<file path="src/rtl/w3_nvm_pkg.sv">
package w3_nvm_pkg;
   typedef enum logic [2:0] {
      ST_IDLE, ST_HUNT, ST_CMD, ST_DATA, ST_READ, ST_STAT, ST_DONE
   } fsm_t;

   localparam logic [1:0] OP_SPECIAL = 2'b00;
   localparam logic [1:0] OP_WRITE   = 2'b01;
   localparam logic [1:0] OP_READ    = 2'b10;
   localparam logic [1:0] OP_ERASE   = 2'b11;

   localparam logic [1:0] SP_LOCK    = 2'b00;
   localparam logic [1:0] SP_FILL    = 2'b01;
   localparam logic [1:0] SP_WIPE    = 2'b10;
   localparam logic [1:0] SP_UNLOCK  = 2'b11;
endpackage

</file>
<file path="src/rtl/w3_nvm_sync.sv">
module w3_nvm_sync #(
   parameter int W      = 3,
   parameter int STAGES = 2
) (
   input  logic         clk,
   input  logic         rst_n,
   input  logic [W-1:0] d,
   output logic [W-1:0] q
);
   if (STAGES < 2) begin : g_bad_stages
      $error("w3_nvm_sync: STAGES must be at least 2");
   end

   logic [W-1:0] chain [STAGES];

   always_ff @(posedge clk or negedge rst_n) begin
      if (!rst_n) begin
         for (int i = 0; i < STAGES; i++) chain[i] <= '0;
      end else begin
         chain[0] <= d;
         for (int i = 1; i < STAGES; i++) chain[i] <= chain[i-1];
      end
   end

   assign q = chain[STAGES-1];
endmodule

</file>
<file path="src/rtl/w3_nvm_array.sv">
module w3_nvm_array #(
   parameter int AW = 6,
   parameter int DW = 16
) (
   input  logic          clk,
   input  logic          we_one,
   input  logic          we_all,
   input  logic [AW-1:0] waddr,
   input  logic [DW-1:0] wdata,
   input  logic [AW-1:0] raddr,
   output logic [DW-1:0] rdata
);
   localparam int DEPTH = 1 << AW;

   logic [DW-1:0] words [DEPTH];

   for (genvar w = 0; w < DEPTH; w++) begin : g_word
      always_ff @(posedge clk) begin
         if (we_all || (we_one && waddr == AW'(w))) words[w] <= wdata;
      end
   end

   assign rdata = words[raddr];
endmodule

</file>
<file path="src/rtl/w3_nvm_timer.sv">
module w3_nvm_timer #(
   parameter int CYC = 400
) (
   input  logic clk,
   input  logic rst_n,
   input  logic start,
   output logic busy
);
   localparam int CW = $clog2(CYC + 1);

   if (CYC < 1) begin : g_bad_cyc
      $error("w3_nvm_timer: CYC must be at least 1");
   end

   logic [CW-1:0] cnt_q;

   always_ff @(posedge clk or negedge rst_n) begin
      if (!rst_n)              cnt_q <= '0;
      else if (start)          cnt_q <= CW'(CYC);
      else if (cnt_q != '0)    cnt_q <= cnt_q - 1'b1;
   end

   assign busy = (cnt_q != '0);
endmodule

</file>
<file path="src/rtl/w3_nvm_slave.sv">
module w3_nvm_slave #(
   parameter int ADDR_W      = 6,
   parameter int DATA_W      = 16,
   parameter int PROG_CYCLES = 400,
   parameter int SYNC_STAGES = 2
) (
   input  logic clk,
   input  logic rst_n,
   input  logic sel_i,
   input  logic sclk_i,
   input  logic sdi_i,
   output logic sdo_o,
   output logic sdo_oe_o
);
   import w3_nvm_pkg::*;

   localparam int CMD_W = 2 + ADDR_W;
   localparam int MAXB  = (DATA_W > CMD_W) ? DATA_W : CMD_W;
   localparam int CNT_W = $clog2(MAXB) + 1;

   if (ADDR_W < 2) begin : g_bad_aw
      $error("w3_nvm_slave: ADDR_W must be at least 2");
   end
   if (DATA_W < 2) begin : g_bad_dw
      $error("w3_nvm_slave: DATA_W must be at least 2");
   end

   // synchronized link inputs and shift-clock edge
   logic [2:0] lnk_s;
   logic       cs_s, sk_s, di_s, sk_last, sk_rise;

   w3_nvm_sync #(.W(3), .STAGES(SYNC_STAGES)) sync_i (
      .clk(clk), .rst_n(rst_n), .d({sel_i, sclk_i, sdi_i}), .q(lnk_s)
   );
   assign {cs_s, sk_s, di_s} = lnk_s;

   always_ff @(posedge clk or negedge rst_n) begin
      if (!rst_n) sk_last <= 1'b0;
      else        sk_last <= sk_s;
   end
   assign sk_rise = sk_s & ~sk_last;

   // state
   fsm_t              state, st_n;
   logic [CMD_W-2:0]  cmd_q, cmd_n;
   logic [CMD_W-1:0]  cmd_sh;
   logic [CNT_W-1:0]  cnt_q, cnt_n;
   logic [DATA_W-1:0] dat_q, dat_n, dat_sh;
   logic              all_q, all_n, prog_en, en_n, sdo_q, sdo_n;

   // array and timer interface
   logic              we_one, we_all, prog_start, rd_load, busy;
   logic [ADDR_W-1:0] waddr, raddr;
   logic [DATA_W-1:0] wdata, rdata;
   logic [1:0]        op, sp;

   assign cmd_sh = {cmd_q, di_s};
   assign dat_sh = {dat_q[DATA_W-2:0], di_s};
   assign raddr  = cmd_sh[ADDR_W-1:0];
   assign op     = cmd_sh[CMD_W-1 -: 2];
   assign sp     = cmd_sh[ADDR_W-1 -: 2];

   w3_nvm_array #(.AW(ADDR_W), .DW(DATA_W)) array_i (
      .clk(clk), .we_one(we_one), .we_all(we_all), .waddr(waddr),
      .wdata(wdata), .raddr(raddr), .rdata(rdata)
   );

   w3_nvm_timer #(.CYC(PROG_CYCLES)) timer_i (
      .clk(clk), .rst_n(rst_n), .start(prog_start), .busy(busy)
   );

   always_comb begin
      st_n       = state;
      cmd_n      = cmd_q;
      cnt_n      = cnt_q;
      dat_n      = dat_q;
      all_n      = all_q;
      en_n       = prog_en;
      sdo_n      = sdo_q;
      we_one     = 1'b0;
      we_all     = 1'b0;
      prog_start = 1'b0;
      rd_load    = 1'b0;
      wdata      = dat_sh;
      waddr      = cmd_q[ADDR_W-1:0];
      if (!cs_s) begin
         st_n = ST_IDLE;
      end else begin
         unique case (state)
            ST_IDLE: st_n = busy ? ST_STAT : ST_HUNT;
            ST_HUNT: if (sk_rise && di_s) begin
               st_n  = ST_CMD;
               cnt_n = '0;
            end
            ST_CMD: if (sk_rise) begin
               cmd_n = cmd_sh[CMD_W-2:0];
               cnt_n = cnt_q + 1'b1;
               if (cnt_q == CNT_W'(CMD_W - 1)) begin
                  st_n  = ST_DONE;
                  waddr = cmd_sh[ADDR_W-1:0];
                  cnt_n = '0;
                  unique case (op)
                     OP_READ: begin
                        st_n    = ST_READ;
                        rd_load = 1'b1;
                        sdo_n   = 1'b0;
                        dat_n   = rdata;
                     end
                     OP_WRITE: if (prog_en) begin
                        st_n  = ST_DATA;
                        all_n = 1'b0;
                     end
                     OP_ERASE: if (prog_en) begin
                        wdata      = '1;
                        we_one     = 1'b1;
                        prog_start = 1'b1;
                     end
                     default: begin
                        unique case (sp)
                           SP_UNLOCK: en_n = 1'b1;
                           SP_LOCK:   en_n = 1'b0;
                           SP_WIPE: if (prog_en) begin
                              wdata      = '1;
                              we_all     = 1'b1;
                              prog_start = 1'b1;
                           end
                           default: if (prog_en) begin
                              st_n  = ST_DATA;
                              all_n = 1'b1;
                           end
                        endcase
                     end
                  endcase
               end
            end
            ST_DATA: if (sk_rise) begin
               dat_n = dat_sh;
               cnt_n = cnt_q + 1'b1;
               if (cnt_q == CNT_W'(DATA_W - 1)) begin
                  we_one     = ~all_q;
                  we_all     = all_q;
                  prog_start = 1'b1;
                  st_n       = ST_DONE;
               end
            end
            ST_READ: if (sk_rise) begin
               sdo_n = dat_q[DATA_W-1];
               dat_n = {dat_q[DATA_W-2:0], 1'b0};
            end
            default: ;
         endcase
      end
   end

   always_ff @(posedge clk or negedge rst_n) begin
      if (!rst_n) begin
         state   <= ST_IDLE;
         cmd_q   <= '0;
         cnt_q   <= '0;
         dat_q   <= '0;
         all_q   <= 1'b0;
         prog_en <= 1'b0;
         sdo_q   <= 1'b0;
      end else begin
         state   <= st_n;
         cmd_q   <= cmd_n;
         cnt_q   <= cnt_n;
         dat_q   <= dat_n;
         all_q   <= all_n;
         prog_en <= en_n;
         sdo_q   <= sdo_n;
      end
   end

   assign sdo_oe_o = (state == ST_READ) || (state == ST_STAT);
   assign sdo_o    = (state == ST_STAT) ? ~busy : sdo_q;
endmodule

</file>
<file path="config.mk">
export PLATFORM = sky130hd
export DESIGN_NAME = w3_nvm_slave
export DESIGN_NICKNAME = d
export VERILOG_FILES = /design/src/rtl/w3_nvm_pkg.sv /design/src/rtl/w3_nvm_sync.sv /design/src/rtl/w3_nvm_array.sv /design/src/rtl/w3_nvm_timer.sv /design/src/rtl/w3_nvm_slave.sv
export SDC_FILE = /design/constraint.sdc
export NUM_CORES = 1
export LEC_CHECK = 0
export BUFFER_PORTS_ARGS = -buffer_cell sky130_fd_sc_hd__buf_2
export CELL_PAD_IN_SITES_DETAIL_PLACEMENT = 1
export CELL_PAD_IN_SITES_GLOBAL_PLACEMENT = 1
export CORE_ASPECT_RATIO = 0.9
export CORE_MARGIN = 1.5
export CORE_UTILIZATION = 58
export CTS_BUF_LIST = sky130_fd_sc_hd__clkbuf_8
export CTS_CLUSTER_SIZE = 30
export DETAILED_ROUTE_END_ITERATION = 12
export HOLD_SLACK_MARGIN = 0.06
export PLACE_DENSITY = 0.82
export SLEW_MARGIN = 5
export SYNTH_ARGS = -nofsm -noshare
export SYNTH_HDL_FRONTEND = slang
export SYNTH_SLANG_ARGS = --single-unit
</file>
<file path="constraint.sdc">
create_clock -name clk -period 3.9 [get_ports clk]
set_input_delay 0.195 -clock clk [delete_from_list [all_inputs] [get_ports clk]]
set_output_delay 0.195 -clock clk [all_outputs]
set_load 0.02 [all_outputs]
</file>
# == Word level (Yosys, flattened, before mapping) ==
# Memory sizes are Yosys's and may differ from the RTL's.
# Index checks and enable logic that the tools add are counted.
# word_totals
register_bits,50
latchBits,0
mem_bits_rw,1024
romBits,0
in_bits,5
output_inout_bits,2
wordCells,455
mem_count,1
# op_classes
addsub,2
multipliers,0
n_div,0
n_lt_le_gt_ge,0
eq_ne,88
shifts,0
n_mux,197
n_bitwise,6
n_reduce_logical,150
# memory_table
name,depth,word_bits,rd,rd_clocked_by_memory_dff,wr,line,rtl
array_i.words,64,16,1,0,64,w3_nvm_array.sv:15,logic [DW-1:0] words [DEPTH];
# op_table
operator,count
$eq 6x6->1 const B,32
$mux 16,11
$mux 1,155
$eq 6x5->1 const B,16
$logic_and 1x1->1,65
$logic_or 1x1->1,65
$eq 6x4->1 const B,8
$pmux 16 s3,1
$pmux 16 s2,1
$mux 3,9
$eq 6x3->1 const B,4
$mux 6,4
$mux 5,4
$mux 9,2
$reduce_and 6->1,3
$ne 3x3->1 const B,5
$pmux 5 s3,1
$pmux 1 s2,7
$reduce_and 7->1,2
$eq 6x2->1 const B,2
$ne 2x2->1 const B,6
$pmux 3 s4,1
$pmux 3 s3,1
$reduce_bool 9->1,1
23 further kinds,37

# == Depth between registers and ports, before layout ==
# logic_depth
word_depth,10
ltp_mapped,11
depth_no_buf,9

# == Cells and area by module ==
# A second synthesis with hierarchy kept.
# hier_totals
cells_unflattened,2097
area_unflattened_um2,42877.4
# by_module_without_submodules
module,n_inst,cells_per_inst,area_each_um2,seq_area_each_um2
w3_nvm_array,1,1822,39987.1,30749.5
w3_nvm_slave,1,217,2235.9,875.8
w3_nvm_timer,1,49,481.7,225.2
w3_nvm_sync,1,9,172.7,150.1

# == Worst setup path after synthesis ==
# Ideal clock, no wire load.
# synth_path
path_type,register to register
start,register cnt_q[0]
end,memory array_i.words[0][0] (enable)
setup_ns,0.411
arrival_ns,2.957
required_time_ns,3.489
setup_slack_ns,0.532
stages_incl_launch_ff,8
path_buffers,1
synth_period_minus_slack_ns,3.368
cell_sequence,dfrtp_1 ha_1 nand4bb_1 or3_1 nand2_1 nand4_1 clkbuf_1 o21ai_0
# synth_lines
item,line,rtl
from (decl),w3_nvm_slave.sv:47,"logic [CNT_W-1:0] cnt_q, cnt_n;"
from (signal assigned),w3_nvm_slave.sv:167,cnt_q <= cnt_n;
to (decl),w3_nvm_array.sv:15,

==> impl_metrics.tcl <==
set metrics [dict create \
    status "finished clean" \
    synth-edff-count 1024 \
    critical_path.max_stage_delay_ns 1.05 \
    io_buffers 6 \
    die_w_um 288.8 \
    rows 94 \
    die_area_um2 75140 \
    rr_worst_depth 5 \
    hold_depth 0 \
    io_pins 7 \
    worst_clock_skew_ns 0.03487 \
    powerDensity_nw_per_um2 589.4 \
    synth-seq-cells 1074 \
    syn_nets 2211 \
    fin_crit_ns 3.666 \
    cts.sinks 1074 \
    drive_gt1_share_pct 23.63 \
    hold_viol_final 0 \
    grt_pass1_wl_um 171100 \
    endpoint_kind "flop" \
    syn_inst 2194 \
    path_cells "ha_1 -> nand4bb_1 -> nor3_2 -> and3_1 -> o21a_2" \
    gr-usage-all-layers_pct 32.23 \
    firstDrtPassIters 6 \
    synth_common_cells "edfxtp_1, mux4_2, mux2i_1" \
    crit_arrival_ns 4.10 \
    drt_iter0_drc 3328 \
    globalplace.congestion 0.9737 \
    cts_tree "done" \
    cp-start-kind "flop" \
    overflow 0 \
    timing.rr.end "array_i.words[58][9]$_DFFE_PP_" \
    maxCapViolCount 0 \
    p_comb_share_pct 16.8 \
    whs_ns 0.3745 \
    synth_warnings 0 \
    seq_area_um2 32010 \
    switching_share_pct 29.32 \
    rsz0062_at_grt "no" \
    wl_um 117500 \
    dr_total_vias 23731 \
    htreeDepth 4 \
    synth_flop_cell "edfxtp_1" \
    syn_area_per_cell_um2 19.43 \
    clk_latency_ns 0.84 \
    first_global_vias 24704 \
    p_switching_mw 8.170 \
    final_util_pct 64.83 \
    drc_errors 0 \
    core_area_um2 72920 \
    num-nets-final 2397 \
    tightestPinTransition_ns 1.265 \
    rrSetupSlack_ns 0.23 \
    leakage_nw 15.39 \
    min-delay-path-class "flop to flop" \
    crit_type "flop to flop" \
    viasPerCell 6.827 \
    cts.reportedPaths.clkPinSlew_ns 0.06 \
    dp.final_hpwl_um 69850 \
    die_h_um 260.2 \
    cts-buffers-inserted 165 \
    antenna_found_initial 2 \
    tns_ns 0 \
    min_to "sync_i.q[1]$_DFF_PN0_" \
    intPower_mw 19.69 \
    synthToLayoutAreaGrowth_pct 10.90 \
    post-synth-top-area-cell "edfxtp_1" \
    worstPathRequired_ns 4.33 \
    synth-async-reset-ratio_pct 4.655 \
    reg2reg_from "cnt_q[0]$_DFFE_PN0P_" \
    slew_headroom_pct 15.69 \
    n_fill_cell 6111 \
    initial_utilization_pct 58.46 \
    post_cts_buffers 0 \
    grt_max_degree 80 \
    p_total_mw 27.86 \
    ant_nets 0 \
    synth_area_um2 42630 \
    synth_most_common_cell "edfxtp_1" \
    clockBufferDepth 3 \
    pwr-share-clk_pct 30.8 \
    synth_seq_area_share_pct 75.07 \
    yosys-top-cells-area "edfxtp_1, mux4_2, dfrtp_1" \
    cts-root-buf "clkbuf_8" \
    seqPwrFrac_pct 52.4 \
    max_clock_freq_mhz 272.8 \
    path_max_fanout 64 \
    ys_types 66 \
    multi_input_area_um2 9747 \
    maxSlewViolCount 0 \
    wire_per_inst_um 33.79 \
    synth_top_area_share_pct 72.13 \
    startpoint "cnt_q[0]$_DFFE_PN0P_" \
    hp-start "sync_i.chain[4]$_DFF_PN0_" \
    period_share_pct 93.99 \
    peakVddDrop_mv 0.4716 \
    setup_viol 0 \
    crit_slowest_cell "o21a_2" \
]
[layout by cell type, fill, tap and decap left out, types with 4 or more instances in the layout]
| cell type | Yosys | final |
|---|---|---|
| clkbuf_8 | 0 | 165 |
| a22oi_1 | 60 | 60 |
| and3_1 | 12 | 12 |
| o31ai_1 | 4 | 4 |
| o21ai_1 | 11 | 67 |
| nand4_1 | 6 | 6 |
| inv_1 | 17 | 72 |
| mux4_1 | 4 | 4 |
| o21ai_0 | 102 | 46 |
| mux2i_1 | 122 | 122 |
| or3_1 | 4 | 4 |
| nand3_1 | 38 | 38 |
| o22ai_1 | 17 | 17 |
| nand2_1 | 70 | 69 |
| mux4_2 | 189 | 189 |
| nor3_1 | 15 | 15 |
| and2_1 | 8 | 8 |
| buf_12 | 5 | 13 |
| a32oi_1 | 13 | 13 |
| ha_1 | 12 | 12 |
| buf_4 | 7 | 124 |
| dfrtp_1 | 50 | 46 |
| a221oi_1 | 29 | 29 |
| edfxtp_1 | 1024 | 1024 |
| dlygate4sd3_1 | 0 | 8 |
| mux2_2 | 27 | 27 |
| nor2b_1 | 13 | 12 |
| a21oi_1 | 44 | 44 |
| buf_2 | 32 | 6 |
| nand2b_1 | 13 | 13 |
| inv_8 | 0 | 6 |
| clkinv_1 | 0 | 45 |
| a211oi_1 | 14 | 14 |
| clkinv_2 | 0 | 21 |
| a31oi_1 | 17 | 17 |
| nor2_1 | 53 | 51 |
| o21a_2 | 0 | 15 |
[critical path, delay by kind of cell (launching register included)]
| kind | cells | cell delay [ns] |
|---|---|---|
| AOI/OAI and AO/OA | 1 | 1.05 |
| adders and majority gates | 1 | 0.25 |
| DFF | 1 | 0.39 |
| and+or+nand+nor | 3 | 1.52 |
[metal layers]
metal | vias up | track usage [%] | share of wire [%]
li1 | 9457 | - | -
met1 | 12293 | 46.39 | 39
met2 | 1664 | 47.45 | 46
met3 | 317 | 8.035 | 11
met4 | 0 | 13.99 | 4.3
met5 | - | 0 | 0
[logic make-up after synthesis]
group                      after synthesis  share of synthesized area [%]
xor gates and xnor gates                 5                         0.1027
adders and majority gates               12                         0.3522
AOI/OAI and AO/OA                      356                          5.471
muxes                                  342                          13.81
buffers and inverters                  149                          2.137
DFF                                   1074                          75.07
and+or+nand+nor                        256                          3.058
[flip-flops by register name, indices dropped and copies added, names as in the netlist]
signal and cells:
array_i.words 1024, dat_q 16, timer_i.cnt_q 9, cmd_q 7, cnt_q 5, state 3
sync_i.chain 3, sync_i.q 3, all_q 1, prog_en 1, sdo_q 1, sk_last 1
[worst max path at each step]
| stage | slack, ns | endpoint | depth (start not counted) |
|---|---|---|---|
| global route | 0.004 | array_i.words[24][1]$_DFFE_PP_ | 5 |
| finish | 0.23 | array_i.words[58][9]$_DFFE_PP_ | 5 |
| global placement | 0.71 | dat_q[14]$_DFFE_PN0P_ | 8 |
| detailed placement | 0.31 | array_i.words[38][1]$_DFFE_PP_ | 5 |
| floorplan | 0.53 | array_i.words[0][0]$_DFFE_PP_ | 7 |
| CTS | 0.27 | array_i.words[62][1]$_DFFE_PP_ | 5 |
[per-stage QoR]
| stage | worst slack (ns) | instances | cell area [µm²] |
|---|---|---|---|
| floorplan | 0.5316 | 2194 | 42630 |
| global placement | 0.7136 | 3165 | 44250 |
| detailed placement | 0.3114 | 3165 | 44250 |
| CTS | 0.2729 | 3474 | 47270 |
| global route | 0.003940 | 3475 | 47270 |
| finish | 0.2345 | 3476 | 47280 |
[power by group through the flow]
stage          clock network [mW]  logic [mW]  registers [mW]
2_1_floorplan                   0        2.49            14.7
3_3_place_gp                    0        4.24            14.8
3_5_place_dp                    0        4.54            14.8
4_1_cts                      8.66        4.58            14.6
5_1_grt                      9.09        4.87            14.6
6_report                     8.59        4.68            14.6
[area by class of cell]
type / instances / area share [%]
multi-input combinational: 971 / 20.62
tap: 960 / 2.541
inverter: 17 / 0.1350
clock buffer: 165 / 4.804
clock inverter: 136 / 1.424
sequential: 1074 / 67.72
timing repair buffer: 151 / 2.752
antenna: 2 / 0.01059
[what timing repair did]
item,in CTS,in global routing
hold buffers,8,0
gates resized for setup,0,0
endpoints found under the hold margin,53,0
(Power assumes the default switching activity.)
